## src/rtl/rec_scan_pkg.sv

```systemverilog
package rec_scan_pkg;
  localparam int OP_W = 3;

  typedef enum logic [OP_W-1:0] {
    OP_ANY  = 3'd0,
    OP_EQ   = 3'd1,
    OP_NE   = 3'd2,
    OP_LT   = 3'd3,
    OP_LE   = 3'd4,
    OP_GT   = 3'd5,
    OP_GE   = 3'd6,
    OP_ANY7 = 3'd7
  } predOp_e;

  // strobes from control to datapath
  typedef struct packed {
    logic clr;     // new scan: zero results
    logic take;    // accept current field beat
    logic recEnd;  // accepted beat closes a record
    logic finish;  // accepted beat closes the scan
  } scanStrb_t;
endpackage

```

## src/rtl/rec_scan_cmp.sv

```systemverilog
module rec_scan_cmp
  import rec_scan_pkg::*;
#(
  parameter int DATA_W = 32
) (
  input  predOp_e           opSel,
  input  logic [DATA_W-1:0] fieldVal,
  input  logic [DATA_W-1:0] refVal,
  output logic              hit
);
  always_comb begin
    unique case (opSel)
      OP_EQ:   hit = (fieldVal == refVal);
      OP_NE:   hit = (fieldVal != refVal);
      OP_LT:   hit = (fieldVal <  refVal);
      OP_LE:   hit = (fieldVal <= refVal);
      OP_GT:   hit = (fieldVal >  refVal);
      OP_GE:   hit = (fieldVal >= refVal);
      default: hit = 1'b1;
    endcase
  end
endmodule

```

## src/rtl/rec_scan_ctrl.sv

```systemverilog
module rec_scan_ctrl
  import rec_scan_pkg::*;
(
  input  logic      clk,
  input  logic      rstN,
  input  logic      scanStart,
  input  logic      fldValid,
  input  logic      fldEor,
  input  logic      fldLastRec,
  output scanStrb_t strb,
  output logic      busy,
  output logic      done
);
  always_comb begin
    strb.clr    = scanStart;
    strb.take   = fldValid && busy && !scanStart;
    strb.recEnd = strb.take && fldEor;
    strb.finish = strb.recEnd && fldLastRec;
  end

  always_ff @(posedge clk) begin
    if (!rstN) begin
      busy <= 1'b0;
      done <= 1'b0;
    end else begin
      done <= strb.finish;
      if (strb.clr)         busy <= 1'b1;
      else if (strb.finish) busy <= 1'b0;
    end
  end
endmodule

```

## src/rtl/rec_scan_dp.sv

```systemverilog
module rec_scan_dp
  import rec_scan_pkg::*;
#(
  parameter int DATA_W     = 32,
  parameter int NUM_FIELDS = 8,
  parameter int ACC_W      = 64,
  parameter int CNT_W      = 32,
  parameter int IDX_W      = $clog2(NUM_FIELDS)
) (
  input  logic                       clk,
  input  logic                       rstN,
  input  scanStrb_t                  strb,
  input  logic [IDX_W-1:0]           fldIdx,
  input  logic [DATA_W-1:0]          fldData,
  input  logic [NUM_FIELDS*OP_W-1:0] predOps,
  input  logic [NUM_FIELDS*DATA_W-1:0] predVals,
  input  logic [IDX_W-1:0]           aggSelA,
  input  logic [IDX_W-1:0]           aggSelB,
  output logic [ACC_W-1:0]           aggSum,
  output logic [CNT_W-1:0]           matchCount
);
  localparam int PROD_W = 2 * DATA_W;

  logic [NUM_FIELDS-1:0] hitVec;
  logic                  fieldPass;
  logic                  recMatch;
  logic                  curMatch;
  logic [DATA_W-1:0]     opndA, opndB, effA, effB;
  logic [PROD_W-1:0]     prodVal;

  // one comparator per table entry
  for (genvar gi = 0; gi < NUM_FIELDS; gi++) begin : g_cmp
    rec_scan_cmp #(.DATA_W(DATA_W)) u_cmp (
      .opSel   (predOp_e'(predOps[gi*OP_W +: OP_W])),
      .fieldVal(fldData),
      .refVal  (predVals[gi*DATA_W +: DATA_W]),
      .hit     (hitVec[gi])
    );
  end

  always_comb begin
    fieldPass = hitVec[fldIdx];
    curMatch  = recMatch && fieldPass;
    effA      = (fldIdx == aggSelA) ? fldData : opndA;
    effB      = (fldIdx == aggSelB) ? fldData : opndB;
    prodVal   = PROD_W'(effA) * PROD_W'(effB);
  end

  always_ff @(posedge clk) begin
    if (!rstN || strb.clr) begin
      recMatch   <= 1'b1;
      opndA      <= '0;
      opndB      <= '0;
      aggSum     <= '0;
      matchCount <= '0;
    end else if (strb.take) begin
      if (strb.recEnd) begin
        recMatch <= 1'b1;
        opndA    <= '0;
        opndB    <= '0;
        if (curMatch) begin
          aggSum     <= aggSum + ACC_W'(prodVal);
          matchCount <= matchCount + CNT_W'(1);
        end
      end else begin
        recMatch <= curMatch;
        opndA    <= effA;
        opndB    <= effB;
      end
    end
  end
endmodule

```

## src/rtl/rec_filter_agg.sv

```systemverilog
module rec_filter_agg #(
  parameter int DATA_W     = 32,
  parameter int NUM_FIELDS = 8,
  parameter int ACC_W      = 64,
  parameter int CNT_W      = 32,
  parameter int IDX_W      = $clog2(NUM_FIELDS)
) (
  input  logic                         clk,
  input  logic                         rstN,
  input  logic                         scanStart,
  input  logic                         fldValid,
  input  logic [IDX_W-1:0]             fldIdx,
  input  logic [DATA_W-1:0]            fldData,
  input  logic                         fldEor,
  input  logic                         fldLastRec,
  input  logic [NUM_FIELDS*3-1:0]      predOps,
  input  logic [NUM_FIELDS*DATA_W-1:0] predVals,
  input  logic [IDX_W-1:0]             aggSelA,
  input  logic [IDX_W-1:0]             aggSelB,
  output logic                         scanBusy,
  output logic                         scanDone,
  output logic [ACC_W-1:0]             aggSum,
  output logic [CNT_W-1:0]             matchCount
);
  rec_scan_pkg::scanStrb_t strb;

  rec_scan_ctrl u_ctrl (
    .clk       (clk),
    .rstN      (rstN),
    .scanStart (scanStart),
    .fldValid  (fldValid),
    .fldEor    (fldEor),
    .fldLastRec(fldLastRec),
    .strb      (strb),
    .busy      (scanBusy),
    .done      (scanDone)
  );

  rec_scan_dp #(
    .DATA_W(DATA_W), .NUM_FIELDS(NUM_FIELDS), .ACC_W(ACC_W),
    .CNT_W(CNT_W), .IDX_W(IDX_W)
  ) u_dp (
    .clk       (clk),
    .rstN      (rstN),
    .strb      (strb),
    .fldIdx    (fldIdx),
    .fldData   (fldData),
    .predOps   (predOps),
    .predVals  (predVals),
    .aggSelA   (aggSelA),
    .aggSelB   (aggSelB),
    .aggSum    (aggSum),
    .matchCount(matchCount)
  );
endmodule

```

## config.mk

```make
export PLATFORM = sky130hd
export DESIGN_NAME = rec_filter_agg
export DESIGN_NICKNAME = d
export VERILOG_FILES = /design/src/rtl/rec_scan_pkg.sv /design/src/rtl/rec_scan_cmp.sv /design/src/rtl/rec_scan_ctrl.sv /design/src/rtl/rec_scan_dp.sv /design/src/rtl/rec_filter_agg.sv
export SDC_FILE = /design/constraint.sdc
export NUM_CORES = 2
export LEC_CHECK = 0
export BUFFER_PORTS_ARGS = -buffer_cell sky130_fd_sc_hd__buf_4
export CORE_ASPECT_RATIO = 1.2
export CORE_MARGIN = 2
export CORE_UTILIZATION = 25
export CTS_CLUSTER_DIAMETER = 40
export DETAILED_ROUTE_END_ITERATION = 6
export GPL_TIMING_DRIVEN = 1
export MAX_ROUTING_LAYER = met4
export PLACE_DENSITY = 0.49
export SYNTH_ARGS = -nofsm -noshare
export SYNTH_HDL_FRONTEND = slang
export SYNTH_HIERARCHICAL = 1
export SYNTH_SLANG_ARGS = --single-unit
```

## constraint.sdc

```tcl
create_clock -name clk -period 12.2 [get_ports clk]
set_input_delay 2.44 -clock clk [delete_from_list [all_inputs] [get_ports clk]]
set_output_delay 2.44 -clock clk [all_outputs]
set_load 0.005 [all_outputs]
```

==> results.toml <==
[status]
outcome = "completed"

[setup_path]
critPathRequiredTime_ns = 12.66
crit_path_end_kind = "flop"
slowest_stage = "o31ai_1"
path_common_cell = "fa_1"
crit_fanout = 64
startpoint_type = "primary input"
cp.buffers_inverters = 9
critical_path_arrival_ns = 12.11
cpLargestDelayFamily = "adder cells"
cp_slowest_stage_delay_ns = 0.64
critical_path_class = "primary input to flop"

[synthesis]
syn_inst = 5756
postSynthAreaPerCell_sq_um = 8.39
synth_area_sq_um = 48300
syn_nets = 7542
yosys_warnings = 6

[route]
drt-pass1-iter-count = 6
wire_per_inst_um = 21.5
route.detailed.drc = 0
dr.first_iter.drc_count = 2568
vias_per_cell = 4.62
ant_nets = 0
vias = 40500
wirelength_mm = 189

[timing]
hold_viol_final = 0
slew_headroom = 0.336
setup_viol = 0
clock.fmax_mhz = 85.8
slew_violations = 0
timing.hold.ws_ns = 0.476
fin_crit_sh = 0.955
clock_skew_ns = 0.0179
finalSetupTns_ns = 0
rsz0062_at_grt = "no"
finalCriticalPeriod_ns = 11.65
tightest_slew_ns = 0.996

[power_and_ir_drop]
p_int_mw = 1.22
clockPowerShare = 0.298
powerDensity_nw_per_um2 = 38.4
pwr-share-seq = 0.247
share_comb_of_total_power = 0.455
sw_frac_of_total = 0.433
power_leakage_nw = 28.0
p_switching_mw = 0.932
peakVddDrop_uv = 133

[global_route]
grt_max_degree = 81
antenna_found_initial = 16
grt_pass1_wl_mm = 282
first_global_vias = 43900
grt_usage = 0.199
grt_overflow = 0

[floorplanning]
start_util = 0.252
die_x_um = 405
core_area_sq_um = 192000
dieArea_sq_um = 197000
rows = 176
num_io_pins = 425
fp.dieH_um = 485

[finish]
final_core_util = 0.293
drive_gt1_frac = 0.131
final_cell_mix = "1341 x inv_1, 959 x fa_1, 792 x nand2_1"
nNetsFinal = 7935
fillers = 20700
final_common_cell = "inv_1"
area_growth_pct = 16.3

[cts]
htree_levels = 4
path_clk_slew_ns = 0.07
cts_tree = "done"
cts_sinks = 163
clkLatencyLatePin_ns = 0.55
clockBufferDepth = 2
post-cts-setup-buffers = 0
ctsResizeCount = 0
cts_made_buffers = 17
cts_hold_buf = 0
root_buffer = "clkbuf_16"

[job]
max_cap_violations = 0

[placed_design]
port_buffers = 424
place_congestion = 0.945
hpwl_mm = 158

[hold_path]
hold_class = "flop to flop"
==> worst paths after layout <==
check | from | end | slack (ns) | cells after the start
max | fldIdx[1] | u_dp/aggSum[61]$_SDFFE_PP0P_ | 0.55 | 32
min | u_dp/aggSum[6]$_SDFFE_PP0P_ | u_dp/aggSum[6]$_SDFFE_PP0P_ | 0.48 | 2
max reg2reg | u_dp/opndB[0]$_SDFFE_PP0P_ | u_dp/aggSum[61]$_SDFFE_PP0P_ | 3.33 | 29
min reg2reg | u_dp/aggSum[6]$_SDFFE_PP0P_ | u_dp/aggSum[6]$_SDFFE_PP0P_ | 0.48 | 2
==> worst min-delay path, delay by kind of cell, from the launching register on <==
| kind | cells | cell delay, ns |
|---|---|---|
| simple gates | 1 | 0.06 |
| flops | 1 | 0.33 |
| compound gates | 1 | 0.05 |
==> power by group through the flow <==
stage / Clock, mW / Combinational, mW / Sequential (mW)
after floorplan: 0 / 0.516 / 0.545
after global placement: 0 / 0.964 / 0.545
after detailed placement: 0 / 0.971 / 0.546
after CTS: 0.670 / 0.983 / 0.533
after global routing: 0.681 / 1.07 / 0.533
final: 0.641 / 0.980 / 0.533
==> cell type report <==
class,instances,area (sq um),share of cell area
multi-input combinational,4021,39200,0.698
clock buffer,17,425,0.00758
clock inverter,14,194,0.00346
antenna,15,37.5,0.000669
sequential,163,3260,0.0581
inverter,1341,5030,0.0897
tap,2581,3230,0.0575
timing repair buffer,605,4750,0.0847
==> layer usage <==
layer	up-vias	GRT usage	wire [um]
met5	-	-	0
met3	304	0.0296	11000
met4	0	0.0953	9370
li1	18400	-	-
met1	20500	0.237	77000
met2	1376	0.329	91100
==> stage by stage <==
step / power, mW / setup slack [ns] / area [sq um] / instances
2_1_floorplan: 1.06 / 1.26 / 48300 / 5756
3_3_place_gp: 1.51 / 0.000192 / 55500 / 8711
3_5_place_dp: 1.52 / 0.0117 / 55500 / 8711
4_1_cts: 2.19 / 0.536 / 56100 / 8742
5_1_grt: 2.28 / 0.147 / 56100 / 8756
6_report: 2.15 / 0.549 / 56100 / 8757
==> sequential cells by signal, summed over array words and instances, names as in the netlist <==
name and flops:
u_dp/recMatch 1, u_ctrl/busy 1, u_dp/aggSum 64, u_dp/matchCount 32
u_dp/opndA 32, u_ctrl/done 1, u_dp/opndB 32
(Power assumes the default switching activity.)
